===== src/rtl/dma_gate_pkg.sv =====
// Shared constants and types for the DMA global gate.
// Assumes a single register with the enable at bit 0 and the flag at bit 1.
package dma_gate_pkg;
    localparam int DME_BIT  = 0;
    localparam int NMIF_BIT = 1;

    typedef enum logic [1:0] {
        CH_IDLE  = 2'd0,
        CH_RUN   = 2'd1,
        CH_DRAIN = 2'd2
    } chan_state_e;
endpackage


===== src/rtl/dma_gate_regs.sv =====
// Global operation register: master enable and sticky interrupt flag.
// The flag clears only on a write of 0 after a read returned it as 1.
// Assumes REG_W >= 2 and that reg_rd/reg_wr are single-cycle strobes.
module dma_gate_regs
    import dma_gate_pkg::*;
#(
    parameter int REG_W = 16
) (
    input  logic             clk,
    input  logic             rst_n,
    input  logic             reg_rd,
    input  logic             reg_wr,
    input  logic [REG_W-1:0] reg_wdata,
    input  logic             nmi_in,
    output logic             dme,
    output logic             nmif,
    output logic             kill,
    output logic [REG_W-1:0] reg_rdata
);
    localparam logic [REG_W-1:0] DME_MASK  = REG_W'(1) << DME_BIT;
    localparam logic [REG_W-1:0] NMIF_MASK = REG_W'(1) << NMIF_BIT;

    logic dme_q;
    logic nmif_q;
    logic arm_q;
    logic wr_dme;
    logic wr_nmif_zero;

    // Decode the two implemented fields; all other write bits are dropped.
    always_comb begin
        wr_dme       = |(reg_wdata & DME_MASK);
        wr_nmif_zero = ~|(reg_wdata & NMIF_MASK);
    end

    // Master enable register.
    always_ff @(posedge clk) begin
        if (!rst_n)      dme_q <= 1'b0;
        else if (reg_wr) dme_q <= wr_dme;
    end

    // Interrupt flag with its read-arming bit; a new event wins over a clear.
    always_ff @(posedge clk) begin
        if (!rst_n) begin
            nmif_q <= 1'b0;
            arm_q  <= 1'b0;
        end else if (nmi_in) begin
            nmif_q <= 1'b1;
            arm_q  <= 1'b0;
        end else begin
            if (reg_rd && nmif_q)
                arm_q <= 1'b1;
            if (reg_wr && wr_nmif_zero && arm_q) begin
                nmif_q <= 1'b0;
                arm_q  <= 1'b0;
            end
        end
    end

    // Read view and the enable-fall event used for termination.
    always_comb begin
        reg_rdata           = '0;
        reg_rdata[DME_BIT]  = dme_q;
        reg_rdata[NMIF_BIT] = nmif_q;
        kill                = reg_wr & ~wr_dme & dme_q;
        dme                 = dme_q;
        nmif                = nmif_q;
    end
endmodule


===== src/rtl/dma_gate_chan.sv =====
// Per-channel gate: registers the permit decision and drains a unit in flight.
// Assumes ch_unit_done is only raised while the channel is busy.
module dma_gate_chan
    import dma_gate_pkg::*;
(
    input  logic clk,
    input  logic rst_n,
    input  logic dme,
    input  logic nmif,
    input  logic addr_err,
    input  logic en,
    input  logic te,
    input  logic busy,
    input  logic unit_done,
    input  logic kill,
    output logic permit,
    output logic stop_req,
    output logic term
);
    chan_state_e state_q;
    chan_state_e state_d;
    logic        gate_ok;

    // Combined permission condition and next-state choice.
    always_comb begin
        gate_ok = dme & en & ~te & ~nmif & ~addr_err;
        state_d = state_q;
        unique case (state_q)
            CH_IDLE:  if (gate_ok) state_d = CH_RUN;
            CH_RUN:   if (!gate_ok) state_d = (busy && !unit_done) ? CH_DRAIN : CH_IDLE;
            CH_DRAIN: if (unit_done) state_d = CH_IDLE;
            default:  state_d = CH_IDLE;
        endcase
    end

    // Channel state register.
    always_ff @(posedge clk) begin
        if (!rst_n) state_q <= CH_IDLE;
        else        state_q <= state_d;
    end

    // Terminate pulse for an active channel when master enable is cleared.
    always_ff @(posedge clk) begin
        if (!rst_n) term <= 1'b0;
        else        term <= kill & (state_q != CH_IDLE);
    end

    // Outputs decoded from state.
    always_comb begin
        permit   = (state_q != CH_IDLE);
        stop_req = (state_q == CH_DRAIN);
    end
endmodule


===== src/rtl/dma_gate_ctl.sv =====
// Top of the DMA global gate: one operation register plus NCH channel gates.
// Assumes channel enable, transfer-end and address-error inputs are synchronous.
module dma_gate_ctl
    import dma_gate_pkg::*;
#(
    parameter int NCH   = 6,
    parameter int REG_W = 16
) (
    input  logic             clk,
    input  logic             rst_n,
    input  logic             reg_rd,
    input  logic             reg_wr,
    input  logic [REG_W-1:0] reg_wdata,
    output logic [REG_W-1:0] reg_rdata,
    input  logic             nmi_in,
    input  logic             addr_err,
    input  logic [NCH-1:0]   ch_en,
    input  logic [NCH-1:0]   ch_te,
    input  logic [NCH-1:0]   ch_busy,
    input  logic [NCH-1:0]   ch_unit_done,
    output logic [NCH-1:0]   ch_permit,
    output logic [NCH-1:0]   ch_stop_req,
    output logic [NCH-1:0]   ch_term
);
    logic dme;
    logic nmif;
    logic kill;

    dma_gate_regs #(.REG_W(REG_W)) u_regs (
        .clk       (clk),
        .rst_n     (rst_n),
        .reg_rd    (reg_rd),
        .reg_wr    (reg_wr),
        .reg_wdata (reg_wdata),
        .nmi_in    (nmi_in),
        .dme       (dme),
        .nmif      (nmif),
        .kill      (kill),
        .reg_rdata (reg_rdata)
    );

    for (genvar i = 0; i < NCH; i++) begin : g_chan
        dma_gate_chan u_chan (
            .clk       (clk),
            .rst_n     (rst_n),
            .dme       (dme),
            .nmif      (nmif),
            .addr_err  (addr_err),
            .en        (ch_en[i]),
            .te        (ch_te[i]),
            .busy      (ch_busy[i]),
            .unit_done (ch_unit_done[i]),
            .kill      (kill),
            .permit    (ch_permit[i]),
            .stop_req  (ch_stop_req[i]),
            .term      (ch_term[i])
        );
    end
endmodule


===== config.mk =====
export PLATFORM = sky130hd
export DESIGN_NAME = dma_gate_ctl
export DESIGN_NICKNAME = d
export VERILOG_FILES = /design/src/rtl/dma_gate_pkg.sv /design/src/rtl/dma_gate_regs.sv /design/src/rtl/dma_gate_chan.sv /design/src/rtl/dma_gate_ctl.sv
export SDC_FILE = /design/constraint.sdc
export NUM_CORES = 1
export LEC_CHECK = 0
export ABC_AREA = 1
export BUFFER_PORTS_ARGS = -buffer_cell sky130_fd_sc_hd__buf_2
export CORE_MARGIN = 4
export CORE_UTILIZATION = 42
export CTS_BUF_LIST = sky130_fd_sc_hd__clkbuf_8
export DETAILED_ROUTE_END_ITERATION = 6
export GPL_TIMING_DRIVEN = 0
export PLACE_DENSITY = 0.83
export SYNTH_ARGS = -nofsm -noshare
export SYNTH_HDL_FRONTEND = slang
export SYNTH_SLANG_ARGS = --single-unit

===== constraint.sdc =====
create_clock -name clk -period 1 [get_ports clk]
set_input_delay 0.05 -clock clk [delete_from_list [all_inputs] [get_ports clk]]
set_output_delay 0.05 -clock clk [all_outputs]
set_load 0.02 [all_outputs]

# Word level (Yosys, flattened, before mapping)
# Cells that the tools add are included.
# op_classes
eq_ne,30
muxes,32
bitwise,42
n_reduce_logical,36
# ops
op,n
2-bit two-way mux,24
2-bit one-hot mux with 3 select lines,6
1-bit bitwise AND,32
"2-bit != test, second input constant",12
3-bit AND reduction,6
2-bit nonzero test,7
"2-bit by 1-bit == test with 1-bit output, second input constant",6
"2-bit == test, second input constant",6
2-bit zero test,6
"2-bit by 1-bit != test with 1-bit output, second input constant",6
1-bit NOT,10
1-bit logical AND,9
1-bit zero test,7
3-bit OR reduction,1
1-bit two-way mux,2
# totals
register_bits,21
input_bits,46
output_inout_bits,34
wordCells,155

# Depth between registers and ports, before layout
# depth
word_depth,6
ltp_mapped,5

# Modules after synthesis
# A second synthesis with hierarchy kept.
# unflattened
cells_unflattened,166
hier_area_um2,1108.6
# modules_own_cells
module,instances,cells_each,area_per_inst_um2
dma_gate_chan,6,22,141.4
dma_gate_regs,1,34,260.2

# Worst setup path after synthesis
# Ideal clock, no wire load.
# synth_timing
path_type,register -> register
startpoint,"reg u_regs.dme_q, in the netlist u_regs.dme"
endpoint,reg g_chan[0].u_chan.state_q[1]
setup_ns,0.114
arrival_ns,0.721
required_time_ns,0.886
setup_slack_ns,0.166
stages_incl_launch_ff,6
path_buffers,0
synth_period_minus_slack_ns,0.834
cell_sequence,dfxtp_1 > inv_1 > nor2_4 > nand3_1 > nand2_1 > a21oi_2
# synth_between
elab_chain_cells,6
elab_cells_between_ends,7
cone_classes,eq/ne (2); bitwise (4); reduce/logical (1)
# synth_rtl
item,line,source
from (decl),dma_gate_regs.sv:23,logic dme_q;
from (signal assigned),dma_gate_regs.sv:38,else if (reg_wr) dme_q <= wr_dme;
1-bit bitwise AND * (4 in a row),dma_gate_chan.sv:26,gate_ok = dme & en & ~te & ~nmif & ~addr_err;
2-bit != test (no source line) or 2-bit by 1-bit != test with 1-bit output (tied branches),n/a,
3-bit AND reduction (no source line) *,n/a,
to (signal assigned),dma_gate_chan.sv:39,else state_q <= state_d;
to (decl),dma_gate_chan.sv:20,chan_state_e state_q;
# Mark *: on every way between the ends. The rest lies on a longest branch, timed or not.
# A chain may end at the register's enable or synchronous reset.

# Worst setup path after layout
# layout_timing
startpoint,"reg u_regs.dme_q, in the netlist u_regs.dme"
endpoint,out reg_rdata[0]
# layout_rtl
item,line,source
to (decl),dma_gate_ctl.sv:14,"output logic [REG_W-1:0] reg_rdata,"
# No word-level cell between the ends.

==> impl_metrics.py <==
metrics = {
    "hold_path": {
        "hold_class": "in2reg",
    },
    "drt": {
        "drc": 0,
        "drt_iter0_markers": 12,
        "via_count": 1072,
        "dr.pass1.iters": 4,
        "routed_wl_mm": 2.58,
        "drt-wirelength-per-cell_um": 9.73,
        "avgViaCountPerCell": 4.05,
        "drtAntennaViolNets": 0,
    },
    "global_routing": {
        "gr-total-overflow": 0,
        "grt_antenna_before_repair": 0,
        "grt_start_max_net_pins": 13,
        "grt_use_total_pct": 13.1,
        "grt_pass1_wl_mm": 3.63,
        "grt_pass1_vias": 947,
    },
    "worst_setup_path": {
        "r2r_slack_ns": -0.02,
        "path_cells": "buf_4 > buf_4 > buf_4",
        "worst-path-buf-inv": 3,
        "cp_max_fo": 3,
        "critPathMaxStageDelay_ns": 0.34,
        "worst_ep_required_time_ns": 0.95,
        "path_common_cell": "buf_4",
        "worstSetupPathType": "reg2out",
        "worst_setup_path_start_kind": "flip-flop",
        "crit_arrival_ns": 0.98,
        "critPathTopFamily": "buffers and inverters",
        "end_kind": "output port",
        "cp_slowest_cell": "dfxtp_2",
    },
    "sta": {
        "hold_violations": 0,
        "fin_setup_tns_ns": -0.0590,
        "layout_min_cycle_time_ns": 1.03,
        "setup_viol": 3,
        "drv_slew": 0,
        "worst_clock_skew_ns": 0.000853,
        "final.setup.worst_slack_ns": -0.0312,
        "post-route-period-util_pct": 103,
        "grt_setup_unrepaired": "yes",
        "max_freq_mhz": 970,
    },
    "layout": {
        "nNetsFinal": 282,
        "mostFrequentLayoutCell": "buf_4",
        "fillers": 225,
        "antennaDiodeCount": 0,
        "final_area_sq_um": 1780,
        "final_layout_size_suffix_gt1_share_pct": 61.3,
        "mostFrequentLayoutCells": "41 x buf_4, 38 x buf_2, 23 x inv_1",
        "area_growth_pct": 54.7,
    },
    "floorplanning": {
        "initial_core_util_pct": 45.1,
        "core_area_sq_um": 2540,
        "die_area_sq_um": 3630,
        "die_w_um": 60.3,
        "die_y_um": 60.3,
        "ioPinCount": 80,
        "rows": 18,
    },
    "clock_tree": {
        "htreeDepth": 1,
        "clk_pin_slew_ns": 0.07,
        "root_buffer": "clkbuf_8",
        "numClockSinks": 21,
        "cts.path.max_buffers": 2,
        "clock_latency_ns": 0.25,
        "cts_buffers": 3,
        "cts_hold_buf": 0,
        "tritoncts": "yes",
    },
    "synthesis": {
        "syn-cell-area_sq_um": 1150,
        "synth_top_area_share_pct": 36.6,
        "yosysSeqAreaShare_pct": 36.6,
        "synth_area_leaders": "dfxtp_1 37%, buf_4 22%, inv_1 9.2%",
        "synth.distinct_cells": 17,
        "synth_cells": 160,
        "synth.avg_cell_area_sq_um": 7.17,
        "ys_warn_count": 0,
        "ys_ff_latch": 21,
        "post-synth-top-area-cell": "dfxtp_1",
    },
    "placed_design": {
        "dpl-instance-area_sq_um": 1490,
        "hpwl_mm": 1.86,
        "io_buffers": 51,
        "gp_congestion": 0.722,
        "dp_slack_ns": 0.0324,
    },
    "run_status": {
        "violations": "setup timing",
        "status": "complete, but fails checks",
    },
    "pwr": {
        "leakagePower_nw": 0.968,
        "max-vdd-ir-drop_uv": 1020,
        "p_per_area_nw_per_um2": 941,
    },
    "job": {
        "cap_violations": 0,
    },
}
[Yosys cell counts]
library cell and instances:
buf_4 34, inv_1 28, nor2_1 26, dfxtp_1 21
nand2_1 14, nand3_1 8, a21oi_1 7, nor3_1 6
or2_2 4, and3_1 3, a21oi_2 2, or2_0 2
a211oi_1 1, buf_6 1, conb_1 1, inv_2 1
nor2_4 1
[path summary, 6_finish.rpt]
kind,from,endpoint,cells after the start
max reg2reg,u_regs.dme,g_chan[1].u_chan.state_q[1],5
max,u_regs.dme,reg_rdata[0],3
min,ch_unit_done[3],g_chan[3].u_chan.state_q[1],3
min reg2reg,g_chan[4].u_chan.state_q[1],g_chan[4].u_chan.state_q[0],1
[final cells by class]
cell class	count	area, sq um	area share (%)
tap	30	37.5	2.11
sequential	21	443	24.9
multi-input combinational	88	479	27.0
inverter	29	114	6.41
timing repair buffer	68	460	25.9
clock buffer	3	41.3	2.33
clock inverter	1	5.00	0.282
buffer	25	195	11.0
[kinds of logic (layout without fill, tap and decap cells)]
family | count (synthesis) | in the layout | share of synthesized area (%)
buffers and inverters | 64 | 126 | 32.7
flip-flops | 21 | 21 | 36.6
AO/OA/AOI/OAI | 10 | 10 | 5.23
other | 1 | 14 | 0.327
AND/OR/NAND/NOR | 64 | 64 | 25.1
[worst min-delay path, stage by stage]
cell and delay [ns]:
buf_2 0.07, or2_2 0.09, a21oi_1 0.03
[flip-flops by register name (all words and copies together) (netlist names)]
name	count
g_chan.u_chan.term	6
u_regs.arm_q	1
u_regs.nmif	1
u_regs.dme	1
g_chan.u_chan.state_q	12
[where the power goes]
| group | internal, mW | total (mW) | switching, mW |
|---|---|---|---|
| Combinational | 0.136 | 0.278 | 0.142 |
| Clock | 0.277 | 0.541 | 0.264 |
| Sequential | 0.841 | 0.852 | 0.0108 |
[repair_timing]
action / 4_1_cts / 5_1_grt
resized for setup: 46 / 25
setup endpoints to repair: 13 / 17
setup buffers: 13 / 4
pin swaps: 9 / 9
cloned: 0 / 0
endpoints found under the hold margin: 0 / 0
[metal layers]
layer | track usage [%] | share of wire (%) | vias up | wire (um)
met5 | 0 | 0 | - | 0
met4 | 2.53 | 0 | 0 | 0
met3 | 4.32 | 7.2 | 0 | 186
met2 | 25.2 | 56 | 34 | 1440
met1 | 13.8 | 37 | 455 | 953
li1 | - | - | 583 | -
[stage by stage]
step	hold WS [ns]	power [mW]	utilization [%]	cells
after floorplan	0.189	1.04	-	173
after global placement	0.286	1.12	58.5	254
after detailed placement	0.290	1.13	58.5	254
after CTS	0.00793	1.66	66.0	263
after global routing	0.0183	1.72	69.8	265
final	0.0123	1.67	69.8	265
Note: power is estimated with default switching activity, not from simulation.
